### config.mk
export PLATFORM = sky130hd
export DESIGN_NAME = byte_fifo_engine
export DESIGN_NICKNAME = d
export VERILOG_FILES = /design/src/rtl/byte_fifo_pkg.sv /design/src/rtl/byte_fifo_datapath.sv /design/src/rtl/byte_fifo_control.sv /design/src/rtl/byte_fifo_engine.sv
export SDC_FILE = /design/constraint.sdc
export NUM_CORES = 1
export LEC_CHECK = 0
export BUFFER_PORTS_ARGS = -buffer_cell sky130_fd_sc_hd__buf_2
export CORE_MARGIN = 3
export CORE_UTILIZATION = 40
export DETAILED_ROUTE_END_ITERATION = 10
export PLACE_DENSITY = 0.66
export SYNTH_ARGS = -nofsm -noshare
export SYNTH_HDL_FRONTEND = slang
export SYNTH_HIERARCHICAL = 1
export SYNTH_SLANG_ARGS = --single-unit
### constraint.sdc
create_clock -name clk -period 14 [get_ports clk]
set_input_delay 1.4 -clock clk [delete_from_list [all_inputs] [get_ports clk]]
set_output_delay 1.4 -clock clk [all_outputs]
set_load 0.03 [all_outputs]
### src/rtl/byte_fifo_pkg.sv
package byte_fifo_pkg;

  // Strobes the control path hands to the datapath each cycle.
  typedef struct packed {
    logic restart;   // control write: clear packer and holding register
    logic rxTake;    // a card byte is accepted this cycle
    logic rxFlush;   // the packed word (with this byte) is pushed
    logic busPush;   // bus word is pushed
    logic busPop;    // head word is popped by the bus
    logic txLoad;    // head word moves into the holding register
    logic txTake;    // the card accepts the low held byte
    logic txDrop;    // remaining held bytes are discarded
  } moveCmd_t;

  localparam int FLAG_W      = 22;
  localparam int FLG_DONE    = 8;
  localparam int FLG_BLKDONE = 10;
  localparam int FLG_TX_ACT  = 12;
  localparam int FLG_RX_ACT  = 13;
  localparam int FLG_TX_HALF = 14;
  localparam int FLG_RX_HALF = 15;
  localparam int FLG_TX_FULL = 16;
  localparam int FLG_RX_FULL = 17;
  localparam int FLG_TX_MT   = 18;
  localparam int FLG_RX_MT   = 19;
  localparam int FLG_TX_AVL  = 20;
  localparam int FLG_RX_AVL  = 21;

endpackage

### src/rtl/byte_fifo_datapath.sv
module byte_fifo_datapath
  import byte_fifo_pkg::*;
#(
  parameter int DEPTH  = 16,
  parameter int WORD_W = 32,
  parameter int LVL_W  = $clog2(DEPTH + 1),
  parameter int BYTES  = WORD_W / 8,
  parameter int IDX_W  = (BYTES > 1) ? $clog2(BYTES) : 1,
  parameter int HOLD_W = $clog2(BYTES + 1)
) (
  input  logic              clk,
  input  logic              rstN,
  input  moveCmd_t          cmd,
  input  logic [7:0]        rxByte,
  input  logic [WORD_W-1:0] busWrData,
  output logic [WORD_W-1:0] busRdData,
  output logic [7:0]        txByte,
  output logic [LVL_W-1:0]  level,
  output logic [IDX_W-1:0]  packIdx,
  output logic [HOLD_W-1:0] holdCount
);

  localparam int PTR_W = $clog2(DEPTH);

  logic [WORD_W-1:0] mem [DEPTH];
  logic [PTR_W-1:0]  wrPtr, rdPtr;
  logic [WORD_W-1:0] packAcc, packWord, pushData, holdWord;
  logic              doPush, doPop;

  always_comb begin
    packWord = packAcc;
    for (int b = 0; b < BYTES; b++) begin
      if (packIdx == IDX_W'(b)) packWord[b*8 +: 8] = rxByte;
    end
  end

  assign doPush   = cmd.rxFlush | cmd.busPush;
  assign doPop    = cmd.busPop | cmd.txLoad;
  assign pushData = cmd.rxFlush ? packWord : busWrData;

  always_ff @(posedge clk) begin
    if (doPush) mem[wrPtr] <= pushData;
  end

  always_ff @(posedge clk or negedge rstN) begin
    if (!rstN) begin
      wrPtr <= '0;
      rdPtr <= '0;
      level <= '0;
    end else begin
      if (doPush) wrPtr <= wrPtr + 1'b1;
      if (doPop)  rdPtr <= rdPtr + 1'b1;
      level <= level + LVL_W'(doPush) - LVL_W'(doPop);
    end
  end

  always_ff @(posedge clk or negedge rstN) begin
    if (!rstN) begin
      packAcc <= '0;
      packIdx <= '0;
    end else if (cmd.restart || cmd.rxFlush) begin
      packAcc <= '0;
      packIdx <= '0;
    end else if (cmd.rxTake) begin
      packAcc <= packWord;
      packIdx <= packIdx + 1'b1;
    end
  end

  always_ff @(posedge clk or negedge rstN) begin
    if (!rstN) begin
      holdWord  <= '0;
      holdCount <= '0;
    end else if (cmd.restart) begin
      holdWord  <= '0;
      holdCount <= '0;
    end else if (cmd.txLoad) begin
      holdWord  <= mem[rdPtr];
      holdCount <= HOLD_W'(BYTES);
    end else if (cmd.txTake) begin
      holdWord  <= holdWord >> 8;
      holdCount <= cmd.txDrop ? '0 : holdCount - 1'b1;
    end
  end

  assign busRdData = (level != '0) ? mem[rdPtr] : '0;
  assign txByte    = holdWord[7:0];

  // nothing is written into a full FIFO
  p_no_overflow_r3: assert property (@(posedge clk) disable iff (!rstN)
    doPush |-> (level != LVL_W'(DEPTH)));
  // occupancy never exceeds the depth
  p_level_bound_r3: assert property (@(posedge clk) disable iff (!rstN)
    level <= LVL_W'(DEPTH));
  // no pop from an empty FIFO
  p_no_underflow_r13: assert property (@(posedge clk) disable iff (!rstN)
    doPop |-> (level != '0));
  // bus and holding register never pop together
  p_single_reader_r7: assert property (@(posedge clk) disable iff (!rstN)
    !(cmd.busPop && cmd.txLoad));

endmodule

### src/rtl/byte_fifo_control.sv
module byte_fifo_control
  import byte_fifo_pkg::*;
#(
  parameter int DEPTH  = 16,
  parameter int LEN_W  = 16,
  parameter int LVL_W  = $clog2(DEPTH + 1),
  parameter int BYTES  = 4,
  parameter int IDX_W  = (BYTES > 1) ? $clog2(BYTES) : 1,
  parameter int HOLD_W = $clog2(BYTES + 1),
  parameter int WCNT_W = LEN_W + 1 - IDX_W
) (
  input  logic              clk,
  input  logic              rstN,
  input  logic              ctrlWrite,
  input  logic              ctrlEnable,
  input  logic              ctrlDirRx,
  input  logic [LEN_W-1:0]  lenValue,
  input  logic              busWrValid,
  input  logic              busRdReq,
  input  logic              cardRxValid,
  input  logic              cardTxReady,
  input  logic [LVL_W-1:0]  level,
  input  logic [IDX_W-1:0]  packIdx,
  input  logic [HOLD_W-1:0] holdCount,
  output moveCmd_t          cmd,
  output logic              cardRxReady,
  output logic              cardTxValid,
  output logic [LEN_W-1:0]  byteCount,
  output logic [WCNT_W-1:0] wordCount,
  output logic              dataEnable,
  output logic [FLAG_W-1:0] statusFlags
);

  logic dirRx, doneFlag, cntZero, fifoEmpty, fifoFull, active, go;
  logic [LEN_W:0] roundUp;

  assign cntZero   = (byteCount == '0);
  assign fifoEmpty = (level == '0);
  assign fifoFull  = (level == LVL_W'(DEPTH));
  assign go        = !ctrlWrite;
  assign active    = dataEnable && !(cntZero && fifoEmpty);

  always_comb begin
    cardRxReady = go && dataEnable && dirRx && !cntZero && !fifoFull;
    cardTxValid = go && dataEnable && !dirRx && !cntZero && (holdCount != '0);
    cmd         = '0;
    cmd.restart = ctrlWrite;
    cmd.rxTake  = cardRxReady && cardRxValid;
    cmd.rxFlush = cmd.rxTake && ((packIdx == IDX_W'(BYTES - 1)) || (byteCount == LEN_W'(1)));
    cmd.txTake  = cardTxValid && cardTxReady;
    cmd.txDrop  = cmd.txTake && (byteCount == LEN_W'(1));
    cmd.busPop  = go && busRdReq && !fifoEmpty;
    cmd.busPush = go && busWrValid && !cntZero && !dirRx && !fifoFull;
    cmd.txLoad  = go && dataEnable && !dirRx && !cntZero && (holdCount == '0)
                  && !fifoEmpty && !cmd.busPop;
  end

  always_ff @(posedge clk or negedge rstN) begin
    if (!rstN) begin
      dataEnable <= 1'b0;
      dirRx      <= 1'b0;
      byteCount  <= '0;
      doneFlag   <= 1'b0;
    end else if (ctrlWrite) begin
      dataEnable <= ctrlEnable;
      dirRx      <= ctrlDirRx;
      if (ctrlEnable) byteCount <= lenValue;
      doneFlag   <= 1'b0;
    end else begin
      if (cmd.rxTake || cmd.txTake) byteCount <= byteCount - 1'b1;
      if (dataEnable && cntZero) doneFlag <= 1'b1;
      if (dataEnable && cntZero && fifoEmpty) dataEnable <= 1'b0;
    end
  end

  assign roundUp   = {1'b0, byteCount} + (LEN_W + 1)'(BYTES - 1);
  assign wordCount = WCNT_W'(roundUp >> IDX_W);

  always_comb begin
    statusFlags              = '0;
    statusFlags[FLG_DONE]    = doneFlag;
    statusFlags[FLG_BLKDONE] = doneFlag;
    if (active && dirRx) begin
      statusFlags[FLG_RX_ACT]  = 1'b1;
      statusFlags[FLG_RX_HALF] = level >= LVL_W'(DEPTH / 2);
      statusFlags[FLG_RX_FULL] = fifoFull;
      statusFlags[FLG_RX_MT]   = fifoEmpty;
      statusFlags[FLG_RX_AVL]  = !fifoEmpty;
    end else if (active) begin
      statusFlags[FLG_TX_ACT]  = 1'b1;
      statusFlags[FLG_TX_HALF] = level <= LVL_W'(DEPTH / 2);
      statusFlags[FLG_TX_FULL] = fifoFull;
      statusFlags[FLG_TX_MT]   = fifoEmpty;
      statusFlags[FLG_TX_AVL]  = !fifoEmpty;
    end
  end

  // each card-side byte removes exactly one count
  p_count_step_r8: assert property (@(posedge clk) disable iff (!rstN)
    (cmd.rxTake || cmd.txTake) |=> (byteCount == $past(byteCount) - 1'b1));
  // engine switches itself off once drained
  p_idle_stop_r10: assert property (@(posedge clk) disable iff (!rstN)
    (dataEnable && cntZero && fifoEmpty && !ctrlWrite) |=> !dataEnable);
  // done bits follow the counter reaching zero
  p_done_r9: assert property (@(posedge clk) disable iff (!rstN)
    (dataEnable && cntZero && !ctrlWrite) |=> (statusFlags[FLG_DONE] && statusFlags[FLG_BLKDONE]));
  // only one direction's flag set is ever lit
  p_one_side_r11: assert property (@(posedge clk) disable iff (!rstN)
    !((statusFlags[FLG_RX_ACT] || statusFlags[FLG_RX_MT] || statusFlags[FLG_RX_AVL])
      && (statusFlags[FLG_TX_ACT] || statusFlags[FLG_TX_MT] || statusFlags[FLG_TX_AVL])));

endmodule

### src/rtl/byte_fifo_engine.sv
module byte_fifo_engine
  import byte_fifo_pkg::*;
#(
  parameter int DEPTH  = 16,
  parameter int WORD_W = 32,
  parameter int LEN_W  = 16,
  parameter int BYTES  = WORD_W / 8,
  parameter int LVL_W  = $clog2(DEPTH + 1),
  parameter int IDX_W  = (BYTES > 1) ? $clog2(BYTES) : 1,
  parameter int HOLD_W = $clog2(BYTES + 1),
  parameter int WCNT_W = LEN_W + 1 - IDX_W
) (
  input  logic              clk,
  input  logic              rstN,
  input  logic              ctrlWrite,
  input  logic              ctrlEnable,
  input  logic              ctrlDirRx,
  input  logic [LEN_W-1:0]  lenValue,
  input  logic              busWrValid,
  input  logic [WORD_W-1:0] busWrData,
  input  logic              busRdReq,
  output logic [WORD_W-1:0] busRdData,
  input  logic              cardRxValid,
  input  logic [7:0]        cardRxData,
  output logic              cardRxReady,
  output logic              cardTxValid,
  output logic [7:0]        cardTxData,
  input  logic              cardTxReady,
  output logic [LEN_W-1:0]  byteCount,
  output logic [WCNT_W-1:0] wordCount,
  output logic              dataEnable,
  output logic [FLAG_W-1:0] statusFlags
);

  moveCmd_t          cmd;
  logic [LVL_W-1:0]  level;
  logic [IDX_W-1:0]  packIdx;
  logic [HOLD_W-1:0] holdCount;

  byte_fifo_control #(
    .DEPTH(DEPTH), .LEN_W(LEN_W), .LVL_W(LVL_W), .BYTES(BYTES),
    .IDX_W(IDX_W), .HOLD_W(HOLD_W), .WCNT_W(WCNT_W)
  ) u_ctrl (
    .clk(clk), .rstN(rstN),
    .ctrlWrite(ctrlWrite), .ctrlEnable(ctrlEnable), .ctrlDirRx(ctrlDirRx),
    .lenValue(lenValue), .busWrValid(busWrValid), .busRdReq(busRdReq),
    .cardRxValid(cardRxValid), .cardTxReady(cardTxReady),
    .level(level), .packIdx(packIdx), .holdCount(holdCount),
    .cmd(cmd), .cardRxReady(cardRxReady), .cardTxValid(cardTxValid),
    .byteCount(byteCount), .wordCount(wordCount),
    .dataEnable(dataEnable), .statusFlags(statusFlags)
  );

  byte_fifo_datapath #(
    .DEPTH(DEPTH), .WORD_W(WORD_W), .LVL_W(LVL_W), .BYTES(BYTES),
    .IDX_W(IDX_W), .HOLD_W(HOLD_W)
  ) u_data (
    .clk(clk), .rstN(rstN), .cmd(cmd),
    .rxByte(cardRxData), .busWrData(busWrData), .busRdData(busRdData),
    .txByte(cardTxData), .level(level), .packIdx(packIdx), .holdCount(holdCount)
  );

endmodule

==> impl_metrics.tcl <==
set metrics [dict create \
    status "completed" \
    async_flop_share 0.1648 \
    finalSetupTns_ns 0 \
    antenna_found_initial 0 \
    grt_setup_unrepaired "false" \
    startpoint_type "flop" \
    setup_viol 0 \
    synthesis.area_mm2 0.02646 \
    grt_pass1_vias 15470 \
    cap_violations 0 \
    htree_levels 2 \
    power-per-cell-area_mw_per_mm2 188.8 \
    combinationalPowerShare 0.299 \
    ys_seq_area_frac 0.6765 \
    final_cells 2658 \
    area_delta_synth_final_pct 13.28 \
    vdd_drop_max_mv 0.1311 \
    die_h_um 263.2 \
    critPathMaxFanout 46 \
    num_vias 15480 \
    post-cts-setup-buffers 0 \
    vias_per_cell 5.824 \
    synth.top_cell.area_share 0.5810 \
    drcViolationCount 0 \
    clk_pin_slew_ns 0.06 \
    cts_tree "yes" \
    clk_latency_ns 0.63 \
    tightest_slew_ns 1.203 \
    synth_area_leader_cell "edfxtp_1" \
    track_usage 0.1987 \
    numClockSinks 613 \
    synth_common_cells "512 x edfxtp_1, 121 x mux2i_1, 105 x mux4_2, 101 x dfrtp_1, 85 x nor2_1" \
    ctsHoldBuffers 0 \
    cts_root_buffer "clkbuf_16" \
    drive_above_1_share 0.2481 \
    yosysWarnings 6 \
    drtIter0Drc 1829 \
    place_hpwl_mm 41.87 \
    core_area_mm2 0.06493 \
    netlist_top_cells_area "edfxtp_1 58%, dfrtp_1 9.6%, mux4_2 8.9%, mux2i_1 4.6%, a21oi_1 1.4%" \
    yosys_most_used_dff "edfxtp_1" \
    num_rows 93 \
    whs_ns 0.5231 \
    syn_avg_cell_area_um2 16.13 \
    post_cts_resized 0 \
    intPower_mw 3.757 \
    pwr-share-clk 0.308 \
    required_ns 12.60 \
    fin_crit_ns 5.840 \
    p_sw_mw 1.904 \
    worstPathArrival_ns 4.44 \
    drtPass1Iterations 6 \
    grt_max_degree 66 \
    cts_max_path_buffers 3 \
    gr-total-overflow 0 \
    synthesis.instances 1641 \
    fin_nets 1835 \
    power.sequential.fraction 0.393 \
    die_area_mm2 0.06928 \
    worst_slew_margin_rel 0.1980 \
    gp_congestion 0.8429 \
    cts_buffers 59 \
    yosysUniqueCellTypes 68 \
    endpoint_kind "primary output" \
    synth_edf_count 512 \
    leakage_nw 10.56 \
    layout_worst_path_cycle_share 0.4172 \
    io_buffer_count 150 \
    total_power_mw 5.661 \
    die-width_um 263.2 \
    synthMostInstantiatedCell "edfxtp_1" \
    start_util 0.4076 \
    grt_pass1_wl_mm 103.1 \
    dp_cells 2545 \
    clock.fmax_ghz 0.1712 \
    drtAntennaViolNets 0 \
    crit_type "flop to primary output" \
    hp-class "flop to flop" \
    ys_seq_elements 613 \
    drv_slew 0 \
    io_pins 161 \
    skew_ns 0.02834 \
    hold_violations 0 \
    sw_frac_of_total 0.3364 \
    detail_route.wl_per_cell_um 26.29 \
    wl_mm 69.87 \
]
cells by family after synthesis:
kind of cell,after synthesis,synth area share
AOI/OAI and AO/OA,271,0.06662
xor gates and xnor gates,25,0.008274
adders and majority gates,19,0.009267
buffers and inverters,162,0.03565
DFF,613,0.6765
muxes,259,0.1512
other,1,0.0001417
and+or+nand+nor,291,0.05239
worst paths after layout:
kind / end / from / slack [ns] / cells past startpoint
worst max-delay path: busRdData[14] / u_data/rdPtr[2] / 8.16 / 6
worst min-delay path: u_data/packAcc[22] / u_data/packAcc[22] / 0.52 / 2
worst max register to register: u_data/level[4] / u_ctrl/byteCount[0] / 8.94 / 17
worst min register to register: u_data/packAcc[22] / u_data/packAcc[22] / 0.52 / 2
max in group asynchronous: u_data/rdPtr[3] / rstN / 11.74 / 2
min in group asynchronous: u_ctrl/byteCount[12] / rstN / 0.77 / 1
final cells by class:
| type | count | area (µm²) |
|---|---|---|
| flip-flops and latches | 613 | 17910 |
| inverters | 22 | 82.58 |
| well taps | 855 | 1070 |
| repair buffers | 180 | 978.4 |
| clock inverters | 36 | 556.8 |
| clock buffers | 76 | 1580 |
| diodes | 1 | 2.502 |
| fillers | 5551 | 34950 |
| multi-input cells | 875 | 7794 |
sequential cells by signal, indices dropped and copies added (netlist names), 3 cells and up:
signal	count
u_data/level	5
u_data/packAcc	32
u_data/wrPtr	4
u_ctrl/byteCount	16
u_data/holdWord	32
u_data/holdCount	3
u_data/rdPtr	4
u_data/mem	512
power groups by stage:
stage                     registers [mW]  logic (mW)  clock network, mW
after floorplan                     2.16        1.35                  0
after global placement              2.26        1.69                  0
after detailed placement            2.26        1.70                  0
after CTS                           2.22        1.71               1.77
after global routing                2.24        1.81               1.85
final                               2.22        1.70               1.74
routing by layer:
layer,GRT usage,wire length (µm),up-vias
met1,0.2794,28750,7960
met4,0.05841,1710,0
met2,0.3153,33080,780
li1,-,-,6630
met5,0,0,-
met3,0.03935,6324,110
critical path, cell delays in order (launching register included):
cell and delay, ns:
dfrtp_4 0.87, buf_4 0.62, buf_4 0.75, mux4_2 0.59, mux2i_1 0.40, o22ai_1 0.23, buf_2 0.25
stage by stage:
step / util / instance area, µm² / worst slack [ns]
after global placement: 0.4287 / 27840 / 8.326
after detailed placement: 0.4287 / 27840 / 8.211
after CTS: 0.4617 / 29980 / 8.047
after floorplan: - / 26500 / 8.448
final: 0.4617 / 29980 / 8.160
after global routing: 0.4617 / 29980 / 7.836
cells in the final DEF, fill, tap and decap left out, types with 6 or more instances in the layout:
cell / count
a211oi_1: 30
a21oi_1: 76
a22oi_1: 20
and3_1: 6
buf_2: 149
buf_4: 31
bufinv_16: 13
clkbuf_1: 13
clkbuf_16: 59
clkinv_1: 7
clkinv_2: 7
conb_1: 10
dfrtp_1: 98
edfxtp_1: 512
ha_1: 18
inv_1: 21
mux2_2: 28
mux2i_1: 121
mux4_2: 105
nand2_1: 84
nand3_1: 42
nand4_1: 10
nor2_1: 72
nor2_4: 12
nor3_1: 17
o211a_1: 10
o211ai_1: 8
o21ai_0: 25
o21bai_1: 24
o22ai_1: 51
xnor2_1: 18
xor2_1: 7
(Power assumes the default switching activity.)
